[src/rtl/spd_pkg.sv]
package spd_pkg;

  typedef enum logic [2:0] {
    S_IDLE, S_DEV, S_DEVACK, S_RECV, S_RECVACK, S_SEND, S_SENDACK
  } ctrlState_t;

  typedef struct packed {
    logic       setPtr;
    logic       writeByte;
    logic       incPtr;
    logic [7:0] data;
  } spdStrobe_t;

  // Power-up content: defined-length, size code, type code and matching checksum.
  function automatic logic [7:0] initByte(input int idx, input int csumPos);
    if (idx == 0)            return 8'h80;
    else if (idx == 1)       return 8'h08;
    else if (idx == 2)       return 8'h04;
    else if (idx == csumPos) return 8'h8C;
    else                     return 8'h00;
  endfunction

endpackage

[src/rtl/spdStore.sv]
module spdStore
  import spd_pkg::*;
#(
  parameter int MEM_BYTES = 256,
  parameter int CSUM_POS  = 63,
  localparam int PTR_W    = $clog2(MEM_BYTES)
) (
  input  logic       clk,
  input  logic       rstN,
  input  spdStrobe_t st,
  output logic [7:0] rdByte
);

  logic [7:0]       mem [MEM_BYTES];
  logic [PTR_W-1:0] ptr;
  logic             recalc;
  logic [7:0]       covSum;

  always_comb begin
    covSum = 8'h00;
    for (int i = 0; i < CSUM_POS; i++) covSum = covSum + mem[i];
  end

  assign rdByte = mem[ptr];

  always_ff @(posedge clk) begin
    if (!rstN) begin
      for (int i = 0; i < MEM_BYTES; i++) mem[i] <= initByte(i, CSUM_POS);
      ptr    <= '0;
      recalc <= 1'b0;
    end else begin
      recalc <= 1'b0;
      if (st.setPtr) ptr <= st.data[PTR_W-1:0];
      if (st.incPtr) ptr <= ptr + 1'b1;
      if (recalc) mem[CSUM_POS] <= covSum;
      if (st.writeByte) begin
        mem[ptr] <= st.data;
        ptr      <= ptr + 1'b1;
        recalc   <= (ptr < PTR_W'(CSUM_POS));
      end
    end
  end


  ptr_wrap_chk: assert property (@(posedge clk) disable iff (!rstN)
    ((st.incPtr || st.writeByte) && !st.setPtr && ptr == {PTR_W{1'b1}}) |=> ptr == '0);


  csum_track_chk: assert property (@(posedge clk) disable iff (!rstN)
    (st.writeByte && ptr < PTR_W'(CSUM_POS)) |=> ##1 (st.writeByte || mem[CSUM_POS] == covSum));

endmodule

[src/rtl/spdCtrl.sv]
module spdCtrl
  import spd_pkg::*;
(
  input  logic       clk,
  input  logic       rstN,
  input  logic       sclIn,
  input  logic       sdaIn,
  input  logic [2:0] strapIn,
  input  logic       wpIn,
  input  logic [7:0] rdByte,
  output spdStrobe_t st,
  output logic       sdaLow
);

  localparam logic [3:0] DEV_CODE = 4'b1010;

  logic [2:0] sclS, sdaS;
  logic       sclRise, sclFall, startDet, stopDet, sdaBit;
  logic [6:0] devAddr;

  ctrlState_t state;
  logic [3:0] bitCnt;
  logic [7:0] shreg, txShift;
  logic       rdMode, gotWord, mastAck;

  assign devAddr  = {DEV_CODE, strapIn};
  assign sdaBit   = sdaS[1];
  assign sclRise  = sclS[1] & ~sclS[2];
  assign sclFall  = ~sclS[1] & sclS[2];
  assign startDet = sclS[1] & sclS[2] & sdaS[2] & ~sdaS[1];
  assign stopDet  = sclS[1] & sclS[2] & ~sdaS[2] & sdaS[1];

  always_ff @(posedge clk) begin
    if (!rstN) begin
      sclS <= 3'b111;
      sdaS <= 3'b111;
    end else begin
      sclS <= {sclS[1:0], sclIn};
      sdaS <= {sdaS[1:0], sdaIn};
    end
  end

  always_ff @(posedge clk) begin
    if (!rstN) begin
      state   <= S_IDLE;
      bitCnt  <= '0;
      shreg   <= '0;
      txShift <= '0;
      rdMode  <= 1'b0;
      gotWord <= 1'b0;
      mastAck <= 1'b0;
      sdaLow  <= 1'b0;
      st      <= '0;
    end else begin
      st <= '0;
      if (startDet) begin
        state  <= S_DEV;
        bitCnt <= '0;
        sdaLow <= 1'b0;
      end else if (stopDet) begin
        state  <= S_IDLE;
        sdaLow <= 1'b0;
      end else begin
        case (state)
          S_DEV: begin
            if (sclRise) begin
              shreg  <= {shreg[6:0], sdaBit};
              bitCnt <= bitCnt + 1'b1;
            end else if (sclFall && bitCnt == 4'd8) begin
              if (shreg[7:1] == devAddr) begin
                sdaLow <= 1'b1;
                rdMode <= shreg[0];
                state  <= S_DEVACK;
              end else begin
                state <= S_IDLE;
              end
            end
          end
          S_DEVACK: if (sclFall) begin
            bitCnt  <= '0;
            gotWord <= 1'b0;
            if (rdMode) begin
              sdaLow  <= ~rdByte[7];
              txShift <= {rdByte[6:0], 1'b1};
              state   <= S_SEND;
            end else begin
              sdaLow <= 1'b0;
              state  <= S_RECV;
            end
          end
          S_RECV: begin
            if (sclRise) begin
              shreg  <= {shreg[6:0], sdaBit};
              bitCnt <= bitCnt + 1'b1;
            end else if (sclFall && bitCnt == 4'd8) begin
              if (!gotWord) begin
                st.setPtr <= 1'b1;
                st.data   <= shreg;
                gotWord   <= 1'b1;
                sdaLow    <= 1'b1;
                state     <= S_RECVACK;
              end else if (!wpIn) begin
                st.writeByte <= 1'b1;
                st.data      <= shreg;
                sdaLow       <= 1'b1;
                state        <= S_RECVACK;
              end else begin
                state <= S_IDLE;
              end
            end
          end
          S_RECVACK: if (sclFall) begin
            sdaLow <= 1'b0;
            bitCnt <= '0;
            state  <= S_RECV;
          end
          S_SEND: if (sclFall) begin
            if (bitCnt == 4'd7) begin
              sdaLow    <= 1'b0;
              st.incPtr <= 1'b1;
              state     <= S_SENDACK;
            end else begin
              sdaLow  <= ~txShift[7];
              txShift <= {txShift[6:0], 1'b1};
              bitCnt  <= bitCnt + 1'b1;
            end
          end
          S_SENDACK: begin
            if (sclRise) mastAck <= ~sdaBit;
            if (sclFall) begin
              if (mastAck) begin
                sdaLow  <= ~rdByte[7];
                txShift <= {rdByte[6:0], 1'b1};
                bitCnt  <= '0;
                state   <= S_SEND;
              end else begin
                sdaLow <= 1'b0;
                state  <= S_IDLE;
              end
            end
          end
          default: state <= S_IDLE;
        endcase
      end
    end
  end


  addr_mismatch_chk: assert property (@(posedge clk) disable iff (!rstN)
    (!startDet && !stopDet && state == S_DEV && sclFall && bitCnt == 4'd8 && shreg[7:1] != devAddr)
      |=> !sdaLow);


  wp_block_chk: assert property (@(posedge clk) disable iff (!rstN)
    (!startDet && !stopDet && state == S_RECV && gotWord && wpIn && sclFall && bitCnt == 4'd8)
      |=> (!sdaLow && !st.writeByte));


  stop_release_chk: assert property (@(posedge clk) disable iff (!rstN)
    (stopDet && !startDet) |=> (!sdaLow && state == S_IDLE));

endmodule

[src/rtl/spdResponder.sv]
module spdResponder
  import spd_pkg::*;
#(
  parameter int MEM_BYTES = 256,
  parameter int CSUM_POS  = 63
) (
  input  logic       clk,
  input  logic       rstN,
  input  logic       sclIn,
  input  logic       sdaIn,
  input  logic [2:0] strapIn,
  input  logic       wpIn,
  output logic       sdaLow
);

  spdStrobe_t st;
  logic [7:0] rdByte;

  spdCtrl ctrl (
    .clk(clk), .rstN(rstN), .sclIn(sclIn), .sdaIn(sdaIn),
    .strapIn(strapIn), .wpIn(wpIn), .rdByte(rdByte),
    .st(st), .sdaLow(sdaLow)
  );

  spdStore #(.MEM_BYTES(MEM_BYTES), .CSUM_POS(CSUM_POS)) store (
    .clk(clk), .rstN(rstN), .st(st), .rdByte(rdByte)
  );

endmodule

[config.mk]
export PLATFORM = sky130hd
export DESIGN_NAME = spdResponder
export DESIGN_NICKNAME = d
export VERILOG_FILES = /design/src/rtl/spd_pkg.sv /design/src/rtl/spdStore.sv /design/src/rtl/spdCtrl.sv /design/src/rtl/spdResponder.sv
export SDC_FILE = /design/constraint.sdc
export NUM_CORES = 2
export LEC_CHECK = 0
export ABC_AREA = 1
export BUFFER_PORTS_ARGS = -buffer_cell sky130_fd_sc_hd__clkbuf_2
export CAP_MARGIN = 20
export CORE_MARGIN = 10
export CORE_UTILIZATION = 35
export DETAILED_ROUTE_END_ITERATION = 10
export PLACE_DENSITY = 0.57
export SKIP_CTS_REPAIR_TIMING = 1
export SKIP_LAST_GASP = 1
export SLEW_MARGIN = 20
export SYNTH_ARGS = -nofsm -noshare
export SYNTH_HDL_FRONTEND = slang
export SYNTH_HIERARCHICAL = 1
export SYNTH_SLANG_ARGS = --single-unit
export TNS_END_PERCENT = 50
[constraint.sdc]
create_clock -name clk -period 10.74 [get_ports clk]
set_clock_uncertainty 0.05 [all_clocks]
set_input_delay 0.537 -clock clk [delete_from_list [all_inputs] [get_ports clk]]
set_output_delay 0.537 -clock clk [all_outputs]
set_load 0.1 [all_outputs]
Word-level counts from Yosys, hierarchy flattened
Memory sizes are Yosys's and may differ from the RTL's. A register that Yosys moved wholly into a read port is not among the register bits.
Index checks and enable logic that the tools add are counted.
{"block": "word_totals", "ramBits": 2048, "output_inout_bits": 1, "wordCells": 243, "in_bits": 8, "reg_bits": 53, "mem_count": 1}
{"memory": "store.mem", "words": 256, "width": 8, "read_ports": 64, "rd_clocked_by_memory_dff": 1, "write_ports": 256, "line": "spdStore.sv:14", "text": "logic [7:0] mem [MEM_BYTES];"}
{"block": "classes", "muxes": 75, "n_eq_ne": 35, "n_reduce_logical": 24, "order_cmp": 1, "add_sub_neg": 64, "bitwise_logic": 26}
{"operator": "adder 8 bit", "count": 62}
{"operator": "two-way mux 8 bit", "count": 21}
{"operator": "two-way mux 3 bit", "count": 13}
{"operator": "two-way mux 1 bit", "count": 29}
{"operator": "inequality test 4 x 1 -> 1 bit, second input constant", "count": 7}
{"operator": "AND reduction 9 bit", "count": 3}
{"operator": "two-way mux 4 bit", "count": 6}
{"operator": "inequality test 2 x 1 -> 1 bit, second input constant", "count": 12}
{"operator": "one-hot mux 8 bit (3 select lines)", "count": 1}
{"operator": "one-hot mux 3 bit (6 select lines)", "count": 1}
{"operator": "NOT 1 bit", "count": 16}
{"operator": "one-hot mux 4 bit (4 select lines)", "count": 1}
{"operator": "AND reduction 6 bit", "count": 2}
{"operator": "AND reduction 11 bit", "count": 1}
{"operator": "bitwise AND 1 bit", "count": 9}
{"operator": "equality test 3 bit, second input constant", "count": 3}
{"operator": "adder 8 x 1 -> 8 bit, second input constant", "count": 1}
{"operator": "equality test 8 bit, first input constant", "count": 1}
{"operator": "less-than comparator 8 x 6 -> 1 bit, second input constant", "count": 1}
{"operator": "inequality test 4 bit, second input constant", "count": 2}
{"operator": "AND reduction 4 bit", "count": 2}
{"operator": "AND reduction 8 bit", "count": 1}
{"operator": "OR reduction 8 bit", "count": 1}
{"operator": "equality test 7 bit", "count": 1}
{"operator": "other kinds (22)", "count": 28}

Depth between registers and ports, before layout
An unclocked memory read counts as a cell.
{"block": "logic_depth", "ltp_word": 64, "depth_mapped": 33, "mapped_depth_nobuf": 33}

By module
The synthesis kept the hierarchy.
{"module": "spdStore", "instances": 1, "area_each_um2": 103480.5, "cells_per_inst": 10284, "seq_area_each_um2": 61839.3}
{"module": "spdCtrl", "instances": 1, "area_each_um2": 2192.1, "cells_per_inst": 329, "seq_area_each_um2": 880.8}

Worst setup path before layout
OpenSTA, ideal clock, no wires.
{"block": "synth_path", "path_type": "register -> register", "startpoint": "memory store.mem[41][4]", "endpoint": "memory store.mem[63][7] (data pin)", "path_buffers": 0, "path_slack_ns": 3.822, "period_less_slack_ns": 6.918, "arrival_time_ns": 6.614, "stages_incl_launch_ff": 32, "required_ns": 10.437, "setup_time_ns": 0.253, "cell_sequence": "edfxtp_1 fa_1 inv_1 fa_1 inv_1 fa_1 inv_1 fa_1 fa_1 inv_1 fa_1 fa_1 fa_1 inv_1 fa_1 inv_1 ha_1 a21oi_1 nand2_1 a21o_1 a21oi_1 inv_1 nand2_1 nand2_1 nand2_1 nand2_1 nand2_1 nand2_1 nand3_1 nand2_1 nor2_1 nor2_1"}
{"item": "start, declared", "line": "spdStore.sv:14"}

==> run summary <==
net count after synthesis -> 11038
DRT iter0 DRCs -> 9950
Peak VDD IR -> 1740 µV
EDFF count, synth -> 2048
post-route minimum period -> 7460 ps
Worst Path Required -> 11270 ps
Tot Pwr -> 29.4 mW
area of the core -> 0.300 mm²
switching share of total power -> 37.2%
Max Cap Viol -> 0
Slew headroom -> 21.9%
highest routed layer -> met5
clk sinks -> 2109
Clock transition at path regs -> 60 ps
Die Width -> 569 µm
max-slew violation count -> 0
Most used DFF post-synth -> edfxtp_1
Wirelength per Cell -> 23.3 µm
most frequent cells in the layout -> nor2_1, edfxtp_1, o21ai_0
Cells after DPL -> 13941
Final period util -> 69.5%
CP Launch Type -> flop
initial antenna violation count -> 16
clock buffers created by TritonCTS -> 231
Worst Setup End Kind -> flop
Post-synth ARST share -> 0%
final setup TNS -> 0 ps
worst skew pair latency -> 930 ps
vias per cell -> 5.49
root buffer cell -> clkbuf_16
pin count of the biggest net entering global routing -> 206
Mapped Avg Cell Area -> 9.96 µm²
vias in the first global route -> 77975
worst hold start -> strapIn[0]
grt total ovfl -> 0
GRT Overall Usage -> 19.8%
final RePlAce weighted congestion -> 0.937
number of synthesized register bits -> 2109
Warnings, synthesis -> 6
Storage cell area -> 0.0627 mm²
hold_ws -> 23.8 ps
CTS Buffer Depth -> 4
cell depth of the worst flop-to-flop path -> 29
Pint -> 18.5 mW
Starting Density -> 35.2%
drt pass-1 iters -> 6
Layout Cells excl Fill -> 14362
Detailed Place HPWL -> 209000 µm
# fillers -> 29533
Worst Tran Pin Value -> 1170 ps
power per cell area -> 254 mW/mm²
total number of vias -> 78880
Seq/Total Area, Yosys -> 59.4%
TritonCTS clock tree -> done
sequential power share -> 32.5%
height of the die -> 569 µm
Final nets -> 10644
crit path DAT -> 7990 ps
met2 wire len -> 154000 µm
remaining antenna violation count after routing -> 0
worst setup path category -> reg -> reg
H-tree Lvls -> 4
Worst Hold End -> ctrl/rdMode
layout cells sized above 1 -> 4.75%
Multi-input gate area -> 0.0373 mm²
routed wire length -> 334000 µm
Cell Area, Synth -> 0.106 mm²
number of port buffers -> 8
outcome -> completed
CP Launch Point -> store/mem[59][4]
die area -> 0.324 mm²
fmax -> 134 MHz
first-pass GRT wire length -> 494000 µm
cell mode on critical path -> fa_1
RR Startpoint -> store/mem[59][4]
endpoints failing setup -> 0
Synth cell types -> 48
hold path depth -> 5
Slowest-stage cell, CP -> fa_1
Critical Path Fanout Max -> 4
DRT met1 WL -> 134000 µm
Leakage -> 40.1 nW
FF-to-FF End -> store/mem[63][7]
WL met3 -> 33200 µm
Layout area overhead -> 9.59%
Worst R2R Setup Slack -> 3280 ps
most common cell after layout, fill and taps aside -> nor2_1
# DRC -> 0
Final Hold Fails -> 0
Hold Crit Class -> in -> reg
switching power -> 10.9 mW
I/O pins -> 9
Gate Count Post-Synth -> 10613
CP peak stage delay -> 640 ps
RSZ-0062 raised after global routing -> no
Logic pwr share -> 41.3%
Clock power frac -> 26.3%
Rows -> 201
[area by class of cell]
class                      instances  share of cell area, %
clock inverter                   141                   1.01
inverter                         671                   2.25
clock buffer                     273                   5.20
sequential                      2109                   54.2
timing repair buffer             113                  0.896
tap                             3958                   4.28
multi-input combinational       7093                   32.2
antenna                            4                0.00864
[sequential cells by signal, summed over array words and instances (netlist names), named ones only]
name,count
store/mem,2048
ctrl/st,11
ctrl/shreg,8
ctrl/txShift,8
store/ptr,8
ctrl/bitCnt,4
ctrl/sclS,3
ctrl/sdaS,3
ctrl/state,3
ctrl/gotWord,1
ctrl/mastAck,1
ctrl/rdMode,1
ctrl/sdaLow,1
store/recalc,1
[cells by family (layout without fill, tap and decap cells)]
group,count (synthesis),count (layout),share of synthesized area (%)
XOR/XNOR,70,70,0.580
flip-flops,2109,2109,59.4
AND/OR/NAND/NOR,4660,4660,17.0
AO/OA/AOI/OAI,1945,1945,9.95
multiplexers,1,1,0.0107
buffers and inverters,1411,1198,5.50
other,0,4,0
adder cells (fa/ha/maj),417,417,7.56
[Yosys cell counts (32+ instances only)]
| cell | count | area (µm²) |
|---|---|---|
| dfxtp_1 | 61 | 1220 |
| xnor2_1 | 38 | 333 |
| xor2_1 | 32 | 280 |
| inv_1 | 656 | 2460 |
| buf_6 | 37 | 417 |
| nand3_1 | 260 | 1300 |
| clkbuf_1 | 559 | 2100 |
| o22ai_1 | 571 | 3570 |
| a21oi_1 | 80 | 400 |
| edfxtp_1 | 2048 | 61500 |
| nor2_1 | 3324 | 12500 |
| ha_1 | 48 | 601 |
| fa_1 | 369 | 7390 |
| nand2_1 | 1021 | 3830 |
| o21ai_1 | 49 | 245 |
| buf_2 | 90 | 450 |
| o21ai_0 | 1218 | 6100 |
[worst max-delay path: cells and delay by family, from the launching register on]
kind	cells	cell delay [ps]
fa+ha+maj	10	5050
flops	1	420
simple gates	11	850
buf+inv	5	260
compound gates	3	500
[metal layers]
metal,vias up,track usage [%]
met5,-,0
met3,597,3.87
met1,39227,26.9
li1,34999,-
met2,4053,31.7
met4,4,6.70
[worst max-delay path by stage]
stage                                   to  cells after the start  slack [ps]
final                     store/mem[63][7]                     29        3280
after global placement    store/mem[63][7]                     31        3140
after detailed placement  store/mem[63][7]                     31        3310
after floorplan           store/mem[63][7]                     31        3820
after global routing      store/mem[63][7]                     29        2960
after CTS                 store/mem[63][7]                     31        3300
[power by group through the flow]
stage | registers, mW | clock network [mW] | logic, mW
final | 9.55 | 7.73 | 12.1
after global routing | 9.59 | 8.18 | 13.5
after CTS | 9.55 | 7.84 | 12.2
after detailed placement | 9.72 | 0 | 12.2
after global placement | 9.71 | 0 | 12.2
after floorplan | 9.67 | 0 | 9.67
[metrics by stage]
stage	setup slack, ps	area [µm²]	util (%)
3_3_place_gp	3140	109000	36.2
6_report	3280	116000	38.6
4_1_cts	3300	116000	38.6
2_1_floorplan	3820	106000	-
3_5_place_dp	3310	109000	36.2
5_1_grt	2960	116000	38.6
(Power assumes the default switching activity.)
